## src/rtl/tx_sup_pkg.sv

```systemverilog
package tx_sup_pkg;

  typedef enum logic { JS_RUN, JS_CUT } jab_state_e;

  typedef enum logic [1:0] { SQ_IDLE, SQ_WAIT, SQ_PULSE } sqe_state_e;

  // Cycles covering a span given in nanoseconds, at least one.
  function automatic int unsigned span_cycles(longint unsigned hz, longint unsigned ns);
    longint unsigned c;
    c = (hz * ns) / 64'd1_000_000_000;
    if (c == 0) c = 1;
    return int'(c);
  endfunction

endpackage

```

## src/rtl/tx_jab_mon.sv

```systemverilog
module tx_jab_mon
  import tx_sup_pkg::*;
#(
  parameter int unsigned JAB_CYC   = 600000,
  parameter int unsigned UNJAB_CYC = 6400000
) (
  input  logic clk,
  input  logic rst,
  input  logic tx_en,
  input  logic jab_off,
  output logic cut
);

  localparam int unsigned RW = $clog2(JAB_CYC + 1);
  localparam int unsigned QW = $clog2(UNJAB_CYC + 1);

  jab_state_e    state;
  logic [RW-1:0] run_cnt;
  logic [QW-1:0] quiet_cnt;

  always_ff @(posedge clk) begin
    if (rst || jab_off) begin
      state     <= JS_RUN;
      run_cnt   <= '0;
      quiet_cnt <= '0;
    end else begin
      case (state)
        JS_RUN: begin
          quiet_cnt <= '0;
          if (!tx_en) begin
            run_cnt <= '0;
          end else if (run_cnt == RW'(JAB_CYC - 1)) begin
            run_cnt <= '0;
            state   <= JS_CUT;
          end else begin
            run_cnt <= run_cnt + 1'b1;
          end
        end
        default: begin
          run_cnt <= '0;
          if (tx_en) begin
            quiet_cnt <= '0;
          end else if (quiet_cnt == QW'(UNJAB_CYC - 1)) begin
            quiet_cnt <= '0;
            state     <= JS_RUN;
          end else begin
            quiet_cnt <= quiet_cnt + 1'b1;
          end
        end
      endcase
    end
  end

  assign cut = (state == JS_CUT);


  cut_hold_chk: assert property (@(posedge clk) disable iff (rst)
    (cut && tx_en && !jab_off) |=> cut);


  jab_off_clear_chk: assert property (@(posedge clk) disable iff (rst)
    jab_off |=> !cut);

endmodule

```

## src/rtl/tx_sqe_gen.sv

```systemverilog
module tx_sqe_gen
  import tx_sup_pkg::*;
#(
  parameter int unsigned DLY_CYC = 25,
  parameter int unsigned WID_CYC = 25
) (
  input  logic clk,
  input  logic rst,
  input  logic tx_en,
  input  logic cut,
  input  logic allow,
  output logic sqe
);

  localparam int unsigned MAXC = (DLY_CYC > WID_CYC) ? DLY_CYC : WID_CYC;
  localparam int unsigned CW   = $clog2(MAXC + 1);

  sqe_state_e    state;
  logic [CW-1:0] cnt;
  logic          tx_en_d;
  logic          frame_end;

  assign frame_end = tx_en_d && !tx_en;

  always_ff @(posedge clk) begin
    if (rst) begin
      state   <= SQ_IDLE;
      cnt     <= '0;
      tx_en_d <= 1'b0;
    end else begin
      tx_en_d <= tx_en;
      if (frame_end && allow && !cut) begin
        state <= SQ_WAIT;
        cnt   <= '0;
      end else begin
        case (state)
          SQ_WAIT: begin
            if (cnt == CW'(DLY_CYC - 1)) begin
              state <= SQ_PULSE;
              cnt   <= '0;
            end else begin
              cnt <= cnt + 1'b1;
            end
          end
          SQ_PULSE: begin
            if (cnt == CW'(WID_CYC - 1)) begin
              state <= SQ_IDLE;
              cnt   <= '0;
            end else begin
              cnt <= cnt + 1'b1;
            end
          end
          default: cnt <= '0;
        endcase
      end
    end
  end

  assign sqe = (state == SQ_PULSE);


  sqe_width_chk: assert property (@(posedge clk) disable iff (rst)
    sqe |-> (cnt < CW'(WID_CYC)));


  sqe_wait_chk: assert property (@(posedge clk) disable iff (rst)
    (state == SQ_WAIT) |-> (cnt < CW'(DLY_CYC)));

endmodule

```

## src/rtl/tx_supervisor.sv

```systemverilog
module tx_supervisor
  import tx_sup_pkg::*;
#(
  parameter int unsigned CLK_HZ     = 25_000_000,
  parameter int unsigned JAB_US     = 24_000,
  parameter int unsigned UNJAB_US   = 256_000,
  parameter int unsigned SQE_DLY_NS = 1_000,
  parameter int unsigned SQE_WID_NS = 1_000
) (
  input  logic clk,
  input  logic rst,
  input  logic tx_en_i,
  input  logic full_duplex_i,
  input  logic jab_off_i,
  input  logic sqe_en_i,
  output logic tx_gate_o,
  output logic col_o
);

  localparam int unsigned JAB_CYC   = span_cycles(64'(CLK_HZ), 64'(JAB_US) * 64'd1000);
  localparam int unsigned UNJAB_CYC = span_cycles(64'(CLK_HZ), 64'(UNJAB_US) * 64'd1000);
  localparam int unsigned DLY_CYC   = span_cycles(64'(CLK_HZ), 64'(SQE_DLY_NS));
  localparam int unsigned WID_CYC   = span_cycles(64'(CLK_HZ), 64'(SQE_WID_NS));

  logic cut;
  logic sqe;
  logic allow;

  assign allow = sqe_en_i && !full_duplex_i;

  tx_jab_mon #(
    .JAB_CYC  (JAB_CYC),
    .UNJAB_CYC(UNJAB_CYC)
  ) i_jab (
    .clk    (clk),
    .rst    (rst),
    .tx_en  (tx_en_i),
    .jab_off(jab_off_i),
    .cut    (cut)
  );

  tx_sqe_gen #(
    .DLY_CYC(DLY_CYC),
    .WID_CYC(WID_CYC)
  ) i_sqe (
    .clk  (clk),
    .rst  (rst),
    .tx_en(tx_en_i),
    .cut  (cut),
    .allow(allow),
    .sqe  (sqe)
  );

  assign tx_gate_o = !cut;
  assign col_o     = cut || sqe;


  gate_fall_chk: assert property (@(posedge clk) disable iff (rst)
    $fell(tx_gate_o) |-> $past(tx_en_i));


  gate_rise_chk: assert property (@(posedge clk) disable iff (rst)
    $rose(tx_gate_o) |-> (!$past(tx_en_i) || $past(jab_off_i)));


  reset_state_chk: assert property (@(posedge clk)
    $past(rst) |-> (tx_gate_o && !col_o));

endmodule

```

## config.mk

```make
export PLATFORM = sky130hd
export DESIGN_NAME = tx_supervisor
export DESIGN_NICKNAME = d
export VERILOG_FILES = /design/src/rtl/tx_sup_pkg.sv /design/src/rtl/tx_jab_mon.sv /design/src/rtl/tx_sqe_gen.sv /design/src/rtl/tx_supervisor.sv
export SDC_FILE = /design/constraint.sdc
export NUM_CORES = 1
export LEC_CHECK = 0
export ABC_AREA = 1
export CAP_MARGIN = 10
export CORE_ASPECT_RATIO = 1.2
export CORE_MARGIN = 3
export CORE_UTILIZATION = 45
export DETAILED_ROUTE_END_ITERATION = 10
export PLACE_DENSITY = 0.6
export SETUP_SLACK_MARGIN = 0.5
export SYNTH_ARGS = -nofsm -noshare
export SYNTH_HDL_FRONTEND = slang
export SYNTH_HIERARCHICAL = 1
export SYNTH_SLANG_ARGS = --single-unit
```

## constraint.sdc

```tcl
create_clock -name clk -period 1.7 [get_ports clk]
set_input_delay 0.255 -clock clk [delete_from_list [all_inputs] [get_ports clk]]
set_output_delay 0.255 -clock clk [all_outputs]
set_load 0.02 [all_outputs]
```

# --- After elaboration in Yosys (flattened, before gate mapping) ---
# Index checks and enable logic that the tools add are counted.
classes:
  addsub: 3
  mul: 0
  div_mod_pow: 0
  n_lt_le_gt_ge: 0
  n_eq_ne: 9
  shift: 0
  n_mux: 9
  bitwise_logic: 3
  n_reduce_logical: 18
op_table:
  columns: ["cell", "count"]
  rows:
  - ["23-bit by 1-bit adder with 23-bit output (second input constant)", 1]
  - ["23-bit equality test (second input constant)", 1]
  - ["20-bit by 1-bit adder with 20-bit output (second input constant)", 1]
  - ["20-bit equality test (second input constant)", 1]
  - ["4-bit OR reduction", 3]
  - ["1-bit two-way mux", 6]
  - ["3-bit by 1-bit inequality test with 1-bit output (second input constant)", 2]
  - ["3-bit AND reduction", 2]
  - ["5-bit by 1-bit adder with 5-bit output (second input constant)", 1]
  - ["5-bit equality test (second input constant)", 1]
  - ["1-bit logical AND", 4]
  - ["2-bit two-way mux", 2]
  - ["2-bit by 1-bit inequality test with 1-bit output (second input constant)", 2]
  - ["2-bit case mux with 2 select lines", 1]
  - ["2-bit OR reduction", 2]
  - ["1-bit zero test", 3]
  - ["1-bit inverter", 3]
  - ["3-bit nonzero test", 1]
  - ["2-bit by 1-bit equality test with 1-bit output (second input constant)", 1]
  - ["2-bit equality test (second input constant)", 1]
  - ["1-bit logical OR", 2]
  - ["2-bit nonzero test", 1]
totals:
  reg_bits: 52
  latchBits: 0
  mem_bits_rw: 0
  rom_bits: 0
  in_bits: 6
  output_inout_bits: 2
  word_cells: 49
  mem_count: 0

# --- Logic depth before layout (Yosys ltp) ---
depth:
  ltp_word: 6
  ltp_mapped: 9
  mapped_depth_nobuf: 9

# --- Modules after synthesis ---
# The synthesis kept the hierarchy.
by_module_without_submodules:
  columns: ["mod", "instances", "cells_per_inst", "area_each_um2", "seq_area_each_um2"]
  rows:
  - ["tx_jab_mon", 1, 347, 2292.2, 880.8]
  - ["tx_sqe_gen", 1, 49, 381.6, 160.2]
  - ["tx_supervisor", 1, 5, 23.8, 0.0]

# --- Worst setup path after synthesis ---
# No wires, ideal clock.
synth_path:
  kind: "register -> register"
  startpoint: "register i_jab.run_cnt[0]"
  endpoint: "register i_jab.run_cnt[16]"
  setup_time_ps: 114
  t_arrival_ps: 1291
  required_time_ps: 1586
  setup_slack_ps: 294
  path_stages_with_launch: 8
  n_path_buf: 1
  period_less_slack_ps: 1406
  cell_sequence: "dfxtp_1 > ha_1 > inv_1 > nor3_2 > nand3_1 > nand3_1 > buf_4 > nor2_1"
synth_via:
  elab_chain_len: 2
  word_cells_on_any_way: 3
  classes_between: "add/sub: 1; eq/ne: 1; reduce/logical: 1"
synth_lines:
  columns: ["element", "line", "rtl"]
  rows:
  - ["start, declared", "tx_jab_mon.sv:18", "logic [RW-1:0] run_cnt;"]
  - ["start signal, assigned", "tx_jab_mon.sv:36", "run_cnt <= run_cnt + 1'b1;"]
  - ["parallel branches: the longest is 2 deep, another holds 20-bit by 1-bit adder with 20-bit output", null, null]
# Parallel ways; which one is timed is not known.
# A chain may end at the register's enable or synchronous reset.

# --- Worst setup path in the final report ---
layout_path:
  startpoint: "register i_jab.quiet_cnt[0]"
  endpoint: "register i_jab.quiet_cnt[17]"
layout_via:
  elab_chain_len: 2
  word_cells_on_any_way: 3
  classes_between: "add/sub: 1; eq/ne: 1; reduce/logical: 1"
layout_lines:
  columns: ["element", "line", "rtl"]
  rows:
  - ["start, declared", "tx_jab_mon.sv:19", "logic [QW-1:0] quiet_cnt;"]
  - ["start signal, assigned", "tx_jab_mon.sv:47", "quiet_cnt <= quiet_cnt + 1'b1;"]
  - ["parallel branches: the longest is 2 deep, another holds 23-bit by 1-bit adder with 23-bit output", null, null]
# Parallel ways; which one is timed is not known.

==> reports/metrics.cfg <==
[outcome]
outcome = completed

[clocking]
cts_tree = built
clock-sinks = 52
htree_levels = 2
clock_path_buffers = 2
clock_latency_ns = 0.30
postCtsHoldBufs = 0
path_clk_slew_ns = 0.09
cts_made_buffers = 5
cts-root-buf = clkbuf_8

[global_routing]
antenna_found_initial = 0
grt_pass1_wl_um = 10600
grt-ovfl-total = 0
grt_pass1_vias = 2432
grt_max_degree = 16
grt_usage = 0.184

[worst_setup_path]
r2r_cells = 9
r2r_end = i_jab/quiet_cnt[17]$_SDFF_PP0_
reg2reg_slack_ns = 0.34
path_max_fanout = 6
cp.arrival_ns = 1.56
worstSetupPathType = flip-flop to flip-flop
critPathRequiredTime_ns = 1.90
r2r_start = i_jab/quiet_cnt[0]$_SDFF_PP0_
end_kind = flip-flop
start_kind = flip-flop

[finish]
antenna_cells = 0
fin_cells = 520
synthToLayoutAreaGrowth_pct = 36.5
drive_above_1_share = 0.380
nNetsFinal = 451

[placed_design]
dp_slack_ns = 0.167
dp_hpwl_um = 3980
placed_cells = 488
io_buffer_count = 7
gp_congestion = 0.844

[logic_synthesis]
synthArstFlopShare = 0
synth_flop_cell = dfxtp_1
ys_seq_elements = 52
syn_area_per_cell_um2 = 6.73
synth_cell_types = 25
netlist_instances = 401
synth_nets = 413
yosysSeqAreaShare = 0.386
synth-edff-count = 0
ys_warn_count = 6
syn_area_um2 = 2700

[timing]
maxSlewViolCount = 0
slew_headroom = 0.826
rsz0062_at_grt = yes
period_needed_ns = 1.36
finalClockSkew_ns = 0.00796
worst_slack_ns = 0.344
post-route-period-util = 0.797
max_freq_ghz = 0.738
hold_violations = 0
max_slew.worst_pin.slew_ns = 0.261
setup_tns_ns = 0
setup_viol = 0

[routing]
viasPerCell = 4.82
drtPass1Iterations = 4
ant_nets = 0
drt_iter0_drc = 104
route.detailed.drc = 0
wl_per_cell_um = 12.6
num_vias = 2507
routed_wl_um = 6540

[power_and_ir_drop]
peakVddDrop_v = 0.000361
power_density_nw_per_um2 = 600
leakage_nw = 1.17

[die]
rows = 30
dieArea_um2 = 6960
core_um2 = 5740
fp.dieH_um = 90.8
die_w_um = 76.7
initial_core_util = 0.470
pin_count = 8

[flow_run]
maxCapViolations = 0

[worst_hold_path]
min_to = i_sqe/cnt[0]$_SDFF_PP0_
hold_path.class = flip-flop to flip-flop
min_path_cells = 1
hold_start = i_sqe/cnt[0]$_SDFF_PP0_

==> sequential cells by signal, summed over array words and instances, names as in the netlist <==
name             count
i_sqe/cnt            5
i_sqe/tx_en_d        1
i_jab/cut            1
i_jab/run_cnt       20
i_sqe/state          2
i_jab/quiet_cnt     23
==> report_power, final <==
| group | internal (mW) | total, mW | switching (mW) | leakage, nW |
|---|---|---|---|---|
| clock | 0.437 | 0.841 | 0.403 | 0.0552 |
| sequential | 1.22 | 1.23 | 0.0102 | 0.436 |
| combinational | 0.0665 | 0.135 | 0.0688 | 0.675 |
| total | 1.73 | 2.21 | 0.482 | 1.17 |
==> final cells by class <==
class                      instances  area (um2)
clock buffer                       6        72.6
clock inverter                     2        35.0
fill                             515        2060
inverter                          47         184
multi-input combinational        298        1830
sequential                        52        1090
tap                               80         100
timing repair buffer              35         370
==> cells in the final DEF (no fill, tap or decap), drive strengths merged <==
cell	count
bufinv	1
nor2	99
buf	28
or2	5
xor2	12
clkinv	1
ha	6
clkdlybuf4s50	5
a31oi	1
inv	47
clkbuf	8
nand3	31
nand2	105
dfxtp	52
o21ai	2
nand3b	2
xnor2	10
nor3	2
nand4	6
a21oi	17
==> metal layers <==
layer | track usage | part of all wire
met1 | 0.203 | 0.41
met2 | 0.338 | 0.54
met3 | 0.0379 | 0.031
met4 | 0.0710 | 0.018
met5 | 0 | 0
==> synthesized netlist by cell type (4+ instances only) <==
cell     instances  area share
dfxtp_1         52        0.39
ha_1             6       0.028
nand4_1          6       0.014
nor2_2          10       0.023
nand2_1        101        0.14
inv_1           44       0.061
nand2_2          4      0.0093
nand3_1         28       0.052
a21oi_1         16       0.030
nor2_1          89        0.12
xnor2_1         10       0.032
xor2_1          12       0.039
==> worst max-delay path: stages (launching register included) <==
cell and delay (ns):
dfxtp_4 0.37, ha_4 0.14, nand3_4 0.10, inv_4 0.08
nand2_4 0.06, inv_4 0.06, nand3_4 0.10, nand2_8 0.14
clkbuf_16 0.16, a21oi_1 0.04
==> metrics by stage <==
stage	util	hold WS, ns	power (mW)	instance area [um2]
global placement	0.507	0.447	1.35	2910
CTS	0.578	0.479	2.20	3320
finish	0.641	0.439	2.21	3680
floorplan	-	0.324	1.32	2750
detailed placement	0.507	0.457	1.35	2910
global route	0.641	0.461	2.31	3680
==> how the worst max path moves through the flow <==
stage	from	to	slack [ns]	depth (start not counted)
6_report	i_jab/quiet_cnt[0]$_SDFF_PP0_	i_jab/quiet_cnt[17]$_SDFF_PP0_	0.34	9
5_1_grt	i_jab/quiet_cnt[0]$_SDFF_PP0_	i_jab/quiet_cnt[3]$_SDFF_PP0_	0.28	9
4_1_cts	i_jab/quiet_cnt[1]$_SDFF_PP0_	i_jab/quiet_cnt[3]$_SDFF_PP0_	0.35	9
3_5_place_dp	rst	i_jab/quiet_cnt[3]$_SDFF_PP0_	0.17	7
3_3_place_gp	rst	i_jab/quiet_cnt[14]$_SDFF_PP0_	0.19	7
2_1_floorplan	i_jab/quiet_cnt[1]$_SDFF_PP0_	i_jab/quiet_cnt[7]$_SDFF_PP0_	0.44	9
==> logic make-up (layout without fill, tap and decap cells) <==
kind of cell	after synthesis	count (layout)	share of synthesized area
DFF	52	52	0.386
xor gates and xnor gates	22	22	0.0714
adders and majority gates	6	6	0.0278
and+or+nand+nor	250	250	0.397
AOI/OAI and AO/OA	20	20	0.0390
buffers and inverters	51	90	0.0793
==> repair_timing <==
item	in CTS	in global routing
gates resized for setup	65	89
setup buffers	13	5
setup endpoints to repair	47	52
cloned	4	2
pin swaps	11	19
Note: power is estimated with default switching activity, not from simulation.
